--- src/rtl/rx_cnt_capture_pkg.sv ---
package rx_cnt_capture_pkg;
  localparam int STAT_W = 3;
  localparam int BIT_A = 0;
  localparam int BIT_B = 1;
  localparam int BIT_EXTRA = 2;

  typedef struct packed {
    logic clearStatus;
    logic captureA;
    logic captureB;
    logic markExtra;
  } capStrobes_t;
endpackage

--- src/rtl/rx_cnt_capture_ctrl.sv ---
module rx_cnt_capture_ctrl
  import rx_cnt_capture_pkg::*;
(
  input  logic        clk,
  input  logic        rstN,
  input  logic        selN,
  input  logic        loadA,
  input  logic        loadB,
  input  logic        rxActive,
  input  logic        rxBufSel,
  output capStrobes_t strb
);
  logic selPrev;
  logic armed;
  logic selRise;
  logic anyLoad;

  assign selRise = selN && !selPrev;
  assign anyLoad = loadA || loadB;

  always_comb begin
    strb.clearStatus = anyLoad;
    strb.captureA    = !anyLoad && selRise && armed && rxActive && !rxBufSel;
    strb.captureB    = !anyLoad && selRise && armed && rxActive && rxBufSel;
    strb.markExtra   = !anyLoad && selRise && !armed;
  end

  always_ff @(posedge clk) begin
    if (!rstN) begin
      selPrev <= 1'b1;
      armed   <= 1'b0;
    end else begin
      selPrev <= selN;
      if (anyLoad)
        armed <= 1'b1;
      else if (strb.captureA || strb.captureB)
        armed <= 1'b0;
    end
  end


  strobe_onehot_chk: assert property (@(posedge clk) disable iff (!rstN)
    $onehot0({strb.captureA, strb.captureB, strb.markExtra}));


  load_wins_chk: assert property (@(posedge clk) disable iff (!rstN)
    (loadA || loadB) |-> !(strb.captureA || strb.captureB || strb.markExtra));


  disarm_after_capture_chk: assert property (@(posedge clk) disable iff (!rstN)
    (strb.captureA || strb.captureB) |=> !armed);


  stay_armed_chk: assert property (@(posedge clk) disable iff (!rstN)
    (armed && !rxActive && !loadA && !loadB) |=> armed);
endmodule

--- src/rtl/rx_cnt_capture_dp.sv ---
module rx_cnt_capture_dp
  import rx_cnt_capture_pkg::*;
#(
  parameter int CNT_W = 16
) (
  input  logic              clk,
  input  logic              rstN,
  input  capStrobes_t       strb,
  input  logic [CNT_W-1:0]  cntA,
  input  logic [CNT_W-1:0]  cntB,
  output logic [CNT_W-1:0]  savedCnt,
  output logic [STAT_W-1:0] capStatus
);
  always_ff @(posedge clk) begin
    if (!rstN)
      savedCnt <= '0;
    else if (strb.captureA)
      savedCnt <= cntA;
    else if (strb.captureB)
      savedCnt <= cntB;
  end

  always_ff @(posedge clk) begin
    if (!rstN) begin
      capStatus <= '0;
    end else if (strb.clearStatus) begin
      capStatus <= '0;
    end else begin
      if (strb.captureA)  capStatus[BIT_A]     <= 1'b1;
      if (strb.captureB)  capStatus[BIT_B]     <= 1'b1;
      if (strb.markExtra) capStatus[BIT_EXTRA] <= 1'b1;
    end
  end


  saved_only_on_capture_chk: assert property (@(posedge clk) disable iff (!rstN)
    (savedCnt != $past(savedCnt)) |-> $past(strb.captureA || strb.captureB));


  clear_status_chk: assert property (@(posedge clk) disable iff (!rstN)
    strb.clearStatus |=> (capStatus == '0));


  single_source_chk: assert property (@(posedge clk) disable iff (!rstN)
    !(capStatus[BIT_A] && capStatus[BIT_B]));
endmodule

--- src/rtl/rx_cnt_capture.sv ---
module rx_cnt_capture
  import rx_cnt_capture_pkg::*;
#(
  parameter int CNT_W = 16
) (
  input  logic              clk,
  input  logic              rstN,
  input  logic              selN,
  input  logic              loadA,
  input  logic              loadB,
  input  logic              rxActive,
  input  logic              rxBufSel,
  input  logic [CNT_W-1:0]  cntA,
  input  logic [CNT_W-1:0]  cntB,
  output logic [CNT_W-1:0]  savedCnt,
  output logic [STAT_W-1:0] capStatus
);
  capStrobes_t strb;

  rx_cnt_capture_ctrl i_ctrl (
    .clk(clk), .rstN(rstN), .selN(selN), .loadA(loadA), .loadB(loadB),
    .rxActive(rxActive), .rxBufSel(rxBufSel), .strb(strb)
  );

  rx_cnt_capture_dp #(.CNT_W(CNT_W)) i_dp (
    .clk(clk), .rstN(rstN), .strb(strb), .cntA(cntA), .cntB(cntB),
    .savedCnt(savedCnt), .capStatus(capStatus)
  );
endmodule

--- config.mk ---
export PLATFORM = sky130hd
export DESIGN_NAME = rx_cnt_capture
export DESIGN_NICKNAME = d
export VERILOG_FILES = /design/src/rtl/rx_cnt_capture_pkg.sv /design/src/rtl/rx_cnt_capture_ctrl.sv /design/src/rtl/rx_cnt_capture_dp.sv /design/src/rtl/rx_cnt_capture.sv
export SDC_FILE = /design/constraint.sdc
export NUM_CORES = 1
export LEC_CHECK = 0
export BUFFER_PORTS_ARGS = -buffer_cell sky130_fd_sc_hd__buf_2
export CAP_MARGIN = 20
export CORE_MARGIN = 3
export CORE_UTILIZATION = 35
export CTS_CLUSTER_SIZE = 8
export DETAILED_ROUTE_END_ITERATION = 16
export MAX_ROUTING_LAYER = met4
export PLACE_DENSITY = 0.69
export SYNTH_ARGS = -nofsm -noshare
export SYNTH_HDL_FRONTEND = slang
export SYNTH_SLANG_ARGS = --single-unit
--- constraint.sdc ---
create_clock -name clk -period 1.4 [get_ports clk]
set_input_delay 0.07 -clock clk [delete_from_list [all_inputs] [get_ports clk]]
set_output_delay 0.07 -clock clk [all_outputs]
set_load 0.01 [all_outputs]
==> results of run 1 <==
==> sequential cells by signal, summed over array words and instances, names as in the netlist <==
signal and count:
i_dp.savedCnt 16, i_ctrl.armed 1, i_dp.capStatus 3, i_ctrl.selPrev 1
==> cells by family (layout without fill, tap and decap cells) <==
kind of cell | Yosys count | in the layout | share of synthesized area (%)
and+or+nand+nor | 27 | 27 | 14.3
DFF | 21 | 21 | 43.2
AOI/OAI and AO/OA | 19 | 19 | 18.5
muxes | 16 | 16 | 16.5
buffers and inverters | 11 | 67 | 7.46
==> routing by layer <==
| metal | track usage [%] | up-vias |
|---|---|---|
| li1 | - | 461 |
| met1 | 16.5 | 416 |
| met2 | 24.6 | 22 |
| met3 | 0.658 | 2 |
| met4 | 5.83 | 0 |
| met5 | - | - |
==> power groups by stage <==
stage	sequential (uW)	combinational, uW	clock, uW
4_1_cts	608	141	298
2_1_floorplan	622	70.7	0
3_5_place_dp	622	138	0
5_1_grt	609	153	324
3_3_place_gp	621	134	0
6_report	608	138	286
==> path summary, 6_finish.rpt <==
path,endpoint,slack [ns],start
max,i_dp.savedCnt[1]$_SDFFE_PN0P_,0.22,selN
min reg2reg,i_dp.capStatus[0]$_SDFFE_PP0N_,0.48,i_dp.capStatus[0]$_SDFFE_PP0N_
max reg2reg,i_dp.savedCnt[1]$_SDFFE_PN0P_,0.27,i_ctrl.armed$_SDFFE_PN0P_
min,i_ctrl.armed$_SDFFE_PN0P_,0.05,loadA
==> cells in the final DEF (no fill, tap or decap) <==
cell	netlist	final
a31oi_1	2	2
and2_4	1	1
and4b_1	1	1
buf_2	4	57
buf_4	1	4
clkbuf_4	0	3
clkinv_2	0	1
dfxtp_1	21	21
dlygate4sd3_1	0	1
inv_1	1	1
mux2i_1	16	16
nand2_1	1	1
nand2b_1	1	1
nand3_1	16	16
nor2_1	6	6
nor3b_1	1	1
o211a_1	16	16
o31ai_1	1	1
==> per-stage QoR <==
stage                     setup WS (ns)  cells  cell area [um2]  power [uW]  hold WS [ns]
after floorplan                  0.0870     94              972         693         0.171
after global placement            0.336    175             1260         755         0.290
after detailed placement          0.293    175             1260         760         0.297
after CTS                         0.216    180             1290        1050        0.0421
after global routing              0.198    180             1290        1090        0.0541
final                             0.218    180             1290        1030        0.0539
==> final cells by class <==
cell class | instances | area share [%]
Inverter | 1 | 0.290
Multi-Input combinational cell | 62 | 37.0
Timing Repair Buffer | 62 | 25.1
Clock inverter | 1 | 0.387
Clock buffer | 3 | 1.74
Sequential cell | 21 | 32.5
Tap cell | 30 | 2.90
==> synth_stat cells (2+ instances only) <==
library cell  count
dfxtp_1          21
o211a_1          16
nor2_1            6
clkbuf_1          2
a31oi_1           2
nand3_1          16
buf_2             4
mux2i_1          16
buf_6             3
==> tightest hold or removal path, delay by kind of cell <==
family	cells	cell delay, ns
AOI/OAI and AO/OA	1	0.06
buffers and inverters	1	0.10
and+or+nand+nor	1	0.10
==> repair_timing <==
action | 4_1_cts | 5_1_grt
setup buffers | 0 | 0
hold buffers | 1 | 0
hold endpoints to repair | 1 | 0
==> flow_summary.toml, run 1 <==
[run_status]
status = "finished clean"

[clock_tree]
path_clk_slew_ns = 0.12
clockBufferDepth = 2
numCtsBuffers = 3
cts-resized-gates = 0
cts_tree = "done"
root_buffer = "clkbuf_4"
cts.sinks = 21
h-tree-depth = 1
clkLatencyLatePin_ns = 0.30

[drt]
vias_per_cell = 5.01
drt_first_pass_iters = 4
top_layer = "met4"
drc = 0
met3_length_um = 82
antenna_left = 0
wl_per_cell_um = 13.0
num_vias = 901
totalWireLength_um = 2340
wl_met1_um = 944
initialDrtViolationCount = 7
route.met2.wl_um = 1280

[global_routing]
grt_max_degree = 20
antenna_found_initial = 0
track_usage_pct = 14.0
grt_pass1_wl_um = 3630
grt_pass1_vias = 868
overflow = 0

[timing]
finalSetupViolCount = 0
rsz0062_at_grt = "false"
tns_ns = 0
drv_slew = 0
slew_headroom_pct = 66.8
fin_crit_sh_pct = 84.4
finalHoldViolCount = 0
min_period_ns = 1.18
clock_skew_ns = 0.00879
clock.fmax_ghz = 0.846
worst_pin_slew_ns = 0.499

[worst_setup_path]
worstSetupPathType = "in -> reg"
cp.depth = 5
cp_slowest_stage_delay_ns = 0.53
cp-start-kind = "input port"
slowest_stage = "dlygate4sd3_1"
critPathArrivalTime_ns = 1.38
cp_top_family = "buffers and inverters"
crit_path_end_kind = "flop"
path_buf_inv = 2
cp_cell_sequence = "dlygate4sd3_1 -> buf_2 -> and4b_1 -> and2_4 -> o211a_1"
crit_required_ns = 1.60
cp_max_fo = 17
rr_worst_depth = 3

[floorplan]
top_level_ports = 58
row_count = 18
start_util_pct = 37.9
dieWidth_um = 58.7
dieArea_mm2 = 0.00345
die_h_um = 58.7
coreArea_mm2 = 0.00257

[logic_synthesis]
synth_seq_area_share_pct = 43.2
ys_ff_latch = 21
avgSynthCellArea_um2 = 10.3
async_reset_ff_share_pct = 0
synthTopCellsByArea = "dfxtp_1 43%, mux2i_1 16%, o211a_1 16%"
synthFlopType = "dfxtp_1"
synth_edf_count = 0
synth_cell_types = 17
ys_warn_count = 0
synthesis.nets = 133
syn_area_um2 = 972
synth.top_cell.area_share_pct = 43.2
netlist_instances = 94
synth_area_leader_cell = "dfxtp_1"

[power_and_ir_drop]
p_leak_uw = 0.000845
p_sw_share_pct = 23.9
p_int_uw = 785
p_switching_uw = 247
clockPowerShare_pct = 27.7
p_seq_share_pct = 58.9
power.density_mw_per_mm2 = 798
ir_worst_vdd_mv = 0.527
p_comb_share_pct = 13.4

[cells_and_area]
area_growth_pct = 33.1
multi_input_comb_area_um2 = 479
antenna_cells = 0
layout.nets = 190
ff_latch_area_um2 = 420
post-route-util_pct = 50.4
drive_gt1_share_pct = 44.0
fill_cells = 262

[job]
maxCapViolations = 0

[worst_hold_path]
hold-path-cell-count = 3
min_path_type = "in -> reg"

[placement]
dp_hpwl_um = 1850
gp_congestion = 0.666
port_buffers = 57
No activity file was read; power rests on OpenSTA's default activity.
==> run 2: changes to the inputs <==
Clock period 1.4 ns to 1 ns, I/O delays scaled along.
==> run 2 against run 1 <==
  * The run now ends with negative setup slack left
  * Via count grew 4.4%
  * Total power grew 41%
  * Clock skew shrank 0.0021 ns
  * Worst setup slack lost 0.37 ns
  * Die area is the same
  * Critical endpoint is now i_dp.savedCnt[6]$_SDFFE_PN0P_
  * Largest cell class unchanged
==> flow_summary.toml, run 2 (synthesis results as in run 1) <==
[worst_setup_path]
r2r_slack_ns = -0.15
crit_required_ns = 1.20
cp_slowest_stage_delay_ns = 0.34
cp_max_fo = 8
cp_cell_sequence = "and4b_2 -> buf_6 -> nand3_2 -> o211a_1"
r2r-end = "i_dp.savedCnt[6]$_SDFFE_PN0P_"
slowest_stage = "dfxtp_2"
crit_path_end_kind = "flop"
r2r_start = "i_ctrl.selPrev$_SDFF_PN1_"
rr_worst_depth = 4
worstSetupPathType = "reg -> reg"
cp-start-kind = "flop"
critPathArrivalTime_ns = 1.35

[cells_and_area]
layout_commonest_cell = "buf_2"
final_cell_mix = "57 x buf_2, 19 x dfxtp_1, 16 x mux2i_1, 16 x o211a_1, 10 x nand3_1"
regMostFlops = "i_dp.savedCnt"
antenna_cells = 0
layout.nets = 194
ff_latch_area_um2 = 423
multi_input_comb_area_um2 = 522
drive_gt1_share_pct = 51.9
area_growth_pct = 42.1
fill_cells = 248
largest_reg_flops = 16
largest_registers = "i_dp.savedCnt x16, i_dp.capStatus x3"

[timing]
drv_slew = 0
clock_skew_ns = 0.00672
finalHoldViolCount = 0
slew_headroom_pct = 76.7
holdWs_ns = 0.0737
rsz0062_at_grt = "true"
worst_pin_slew_ns = 0.349
fin_ws_ns = -0.151
fin_crit_sh_pct = 115
min_period_ns = 1.15
clock.fmax_ghz = 0.869
tns_ns = -2.22
finalSetupViolCount = 19

[global_routing]
grt_pass1_wl_um = 3860
overflow = 0
antenna_found_initial = 0
track_usage_pct = 14.9
grt_max_degree = 20
grt_pass1_vias = 885

[placement]
gp_congestion = 0.698
dp_hpwl_um = 1800
port_buffers = 57

[clock_tree]
path_clk_slew_ns = 0.11
post_cts_buffers = 0
numCtsBuffers = 3
clkLatencyLatePin_ns = 0.29
cts_tree = "done"
clockBufferDepth = 2
h-tree-depth = 1
root_buffer = "clkbuf_4"
cts.sinks = 21

[run_status]
violations = "negative setup slack"
status = "complete, but fails checks"

[floorplan]
die_h_um = 58.7
start_util_pct = 37.9
coreArea_mm2 = 0.00257
row_count = 18
top_level_ports = 58
dieWidth_um = 58.7
dieArea_mm2 = 0.00345

[drt]
wl_per_cell_um = 13.2
antenna_left = 0
initialDrtViolationCount = 28
vias_per_cell = 5.11
num_vias = 941
drt_first_pass_iters = 6
drc = 0
totalWireLength_um = 2430

[worst_hold_path]
min-delay-start = "loadA"
hold_path_end = "i_ctrl.armed$_SDFFE_PN0P_"
hold-path-cell-count = 3
min_path_type = "in -> reg"

[job]
maxCapViolations = 0

[power_and_ir_drop]
ir_worst_vdd_mv = 0.595
power.density_mw_per_mm2 = 1060
p_leak_uw = 0.000869
==> run 2: area by class of cell <==
cell class                 count  share of cell area [%]
tap                           30                    2.72
inverter                       1                   0.272
multi-input combinational     63                    37.8
sequential                    21                    30.6
clock buffer                   3                    1.63
timing repair buffer          65                    26.6
clock inverter                 1                   0.362
==> run 2: how the worst max path moves through the flow <==
stage               slack (ns)                              to                      start  cells after the start
floorplan                -0.29  i_dp.savedCnt[10]$_SDFFE_PN0P_  i_ctrl.selPrev$_SDFF_PN1_                      6
global placement         -0.06   i_dp.savedCnt[7]$_SDFFE_PN0P_  i_ctrl.selPrev$_SDFF_PN1_                      4
detailed placement       -0.10  i_dp.savedCnt[10]$_SDFFE_PN0P_  i_ctrl.selPrev$_SDFF_PN1_                      4
CTS                      -0.12  i_dp.savedCnt[10]$_SDFFE_PN0P_  i_ctrl.selPrev$_SDFF_PN1_                      4
global route             -0.20   i_dp.savedCnt[6]$_SDFFE_PN0P_  i_ctrl.selPrev$_SDFF_PN1_                      4
finish                   -0.15   i_dp.savedCnt[6]$_SDFFE_PN0P_  i_ctrl.selPrev$_SDFF_PN1_                      4
==> run 2: layer usage <==
metal  vias to the layer above  GRT usage (%)  share of wire, %
met3                         2           4.82                13
li1                        471              -                 -
met4                         0           3.88              0.33
met5                         -              -                 0
met2                        55           22.2                43
met1                       413           19.6                44
==> run 2: where the power goes <==
part,total [uW],switching [uW],internal (uW),leakage (uW)
sequential,852,5.23,847,0.000170
clock,389,240,149,0.0000177
combinational,219,101,118,0.000682
==> run 2: timing repair <==
item | CTS | global route
cloned | 1 | 1
hold buffers | 1 | 0
pin swaps | 0 | 3
endpoints found under the hold margin | 1 | 0
setup endpoints to repair | 19 | 19
resized for setup | 4 | 10
==> run 2: critical path: cells and delay by family (launching register included) <==
| kind | cells | cell delay [ns] |
|---|---|---|
| and+or+nand+nor | 2 | 0.42 |
| DFF | 1 | 0.34 |
| buffers and inverters | 1 | 0.16 |
| AOI/OAI and AO/OA | 1 | 0.13 |
==> run 2: per-stage QoR <==
step | instances | power (uW) | worst slack, ns | area [um2] | util [%]
2_1_floorplan | 94 | 971 | -0.289 | 972 | -
3_3_place_gp | 177 | 1070 | -0.0637 | 1280 | 50.0
3_5_place_dp | 177 | 1080 | -0.101 | 1280 | 50.0
4_1_cts | 183 | 1470 | -0.123 | 1340 | 52.1
5_1_grt | 184 | 1530 | -0.199 | 1380 | 53.8
6_report | 184 | 1460 | -0.151 | 1380 | 53.8
==> run 3: changes to the inputs <==
Settings changed: PLACE_DENSITY 0.69 to 0.67, TNS_END_PERCENT set to 10.
Clock period 1 ns to 1.2 ns, I/O delays scaled along.
==> run 3 against run 2 <==
  * The run ends with negative hold slack left
  * Cell area shrank 4.7%
  * Final cell count down 1.6%
  * Combinational power down 22%
  * Largest cell class unchanged
==> flow_summary.toml, run 3 (synthesis results as in run 1) <==
[run_status]
status = "complete, but fails checks"
violations = "negative hold slack"

[timing]
finalSetupViolCount = 0
holdWs_ns = -0.000717
fin_crit_sh_pct = 98.5
clock.fmax_ghz = 0.846
slew_headroom_pct = 78.1
finalHoldViolCount = 1
rsz0062_at_grt = "true"
drv_slew = 0
min_period_ns = 1.18
clock_skew_ns = 0.00141
worst_pin_slew_ns = 0.328
fin_ws_ns = 0.0184
tns_ns = 0

[power_and_ir_drop]
p_int_uw = 929
p_sw_share_pct = 24.1
p_leak_uw = 0.000852
ir_worst_vdd_mv = 0.820
p_seq_share_pct = 58.0
clockPowerShare_pct = 28.1
p_switching_uw = 295
p_comb_share_pct = 13.9
power.density_mw_per_mm2 = 929
total_power_uw = 1220

[cells_and_area]
largest_registers = "i_dp.savedCnt x16, i_dp.capStatus x3"
antenna_cells = 0
layout.nets = 191
regMostFlops = "i_dp.savedCnt"
layout_commonest_cell = "buf_2"
area_growth_pct = 35.4
largest_reg_flops = 16
finalNonFillerCells = 181
final_cell_mix = "57 x buf_2, 21 x dfxtp_1, 16 x mux2i_1, 16 x nand3_1, 16 x o211a_1"
drive_gt1_share_pct = 43.7

[clock_tree]
clkLatencyLatePin_ns = 0.31
path_clk_slew_ns = 0.11
h-tree-depth = 1
cts_tree = "done"
numCtsBuffers = 3
root_buffer = "clkbuf_4"
clockBufferDepth = 2
post_cts_buffers = 0
cts.sinks = 21

[global_routing]
grt_pass1_vias = 867
grt_pass1_wl_um = 3860
track_usage_pct = 14.7
antenna_found_initial = 0
grt_max_degree = 20
overflow = 0

[floorplan]
start_util_pct = 37.9
dieArea_mm2 = 0.00345
row_count = 18
dieWidth_um = 58.7
coreArea_mm2 = 0.00257
die_h_um = 58.7
top_level_ports = 58

[drt]
num_vias = 929
antenna_left = 0
wl_per_cell_um = 13.4
drt_first_pass_iters = 4
drc = 0
initialDrtViolationCount = 11
vias_per_cell = 5.13
totalWireLength_um = 2430

[worst_setup_path]
r2r_slack_ns = 0.08
worstSetupPathType = "in -> reg"
r2r_start = "i_ctrl.selPrev$_SDFF_PN1_"
crit_required_ns = 1.41
crit_path_end_kind = "flop"
crit_start = "selN"
r2r-end = "i_dp.savedCnt[3]$_SDFFE_PN0P_"
cp-start-kind = "input port"
critPathArrivalTime_ns = 1.39
critical_path.endpoint = "i_dp.savedCnt[3]$_SDFFE_PN0P_"
rr_worst_depth = 3
cp_max_fo = 17

[placement]
port_buffers = 57
dp_hpwl_um = 1840
dp_cells = 176
preCtsSetupSlack_ns = 0.115
gp_congestion = 0.677

[worst_hold_path]
min_path_type = "in -> reg"

[job]
maxCapViolations = 0
run 3: final cells by class:
| type | instances | area, um2 |
|---|---|---|
| fillers | 249 | 1250 |
| clock buffers | 4 | 26.3 |
| repair buffers | 63 | 349 |
| flip-flops and latches | 21 | 420 |
| inverters | 1 | 3.75 |
| multi-input cells | 62 | 479 |
| well taps | 30 | 37.5 |
run 3: worst min-delay path by stage:
stage	startpoint	endpoint	slack (ns)	depth (start not counted)
global route	loadA	i_ctrl.armed$_SDFFE_PN0P_	0.01	3
floorplan	selN	i_ctrl.selPrev$_SDFF_PN1_	0.16	1
detailed placement	selN	i_ctrl.selPrev$_SDFF_PN1_	0.28	2
CTS	loadA	i_ctrl.armed$_SDFFE_PN0P_	0.003	3
finish	loadA	i_ctrl.armed$_SDFFE_PN0P_	-0.0007	3
global placement	selN	i_ctrl.selPrev$_SDFF_PN1_	0.28	2
run 3: metrics by stage:
stage          util, %  cell area [um2]
6_report          51.3             1320
5_1_grt           51.3             1320
4_1_cts           51.1             1310
3_5_place_dp      49.7             1280
3_3_place_gp      49.7             1280
2_1_floorplan        -              972
run 3: metal layers:
layer | track usage, % | vias to the layer above | routed length, um
met5 | - | - | 0
met3 | 2.63 | 5 | 117
met4 | 4.85 | 0 | 35
met2 | 24.9 | 23 | 1260
met1 | 17.7 | 437 | 1010
li1 | - | 464 | -
run 3: worst max-delay path, stage by stage:
cell	delay [ns]
dlygate4sd3_1	0.53
buf_2	0.13
and4b_1	0.23
and2_4	0.21
o211a_1	0.22
run 3: what timing repair did:
action	4_1_cts	5_1_grt
setup endpoints to repair	0	11
gates resized for setup	0	1
endpoints found under the hold margin	1	0
hold buffers	1	0
run 3: power by group through the flow:
stage          combinational (uW)  clock, uW  sequential [uW]
2_1_floorplan                82.5          0              726
3_3_place_gp                  165          0              725
3_5_place_dp                  168          0              725
4_1_cts                       172        352              709
5_1_grt                       189        378              710
6_report                      170        344              709
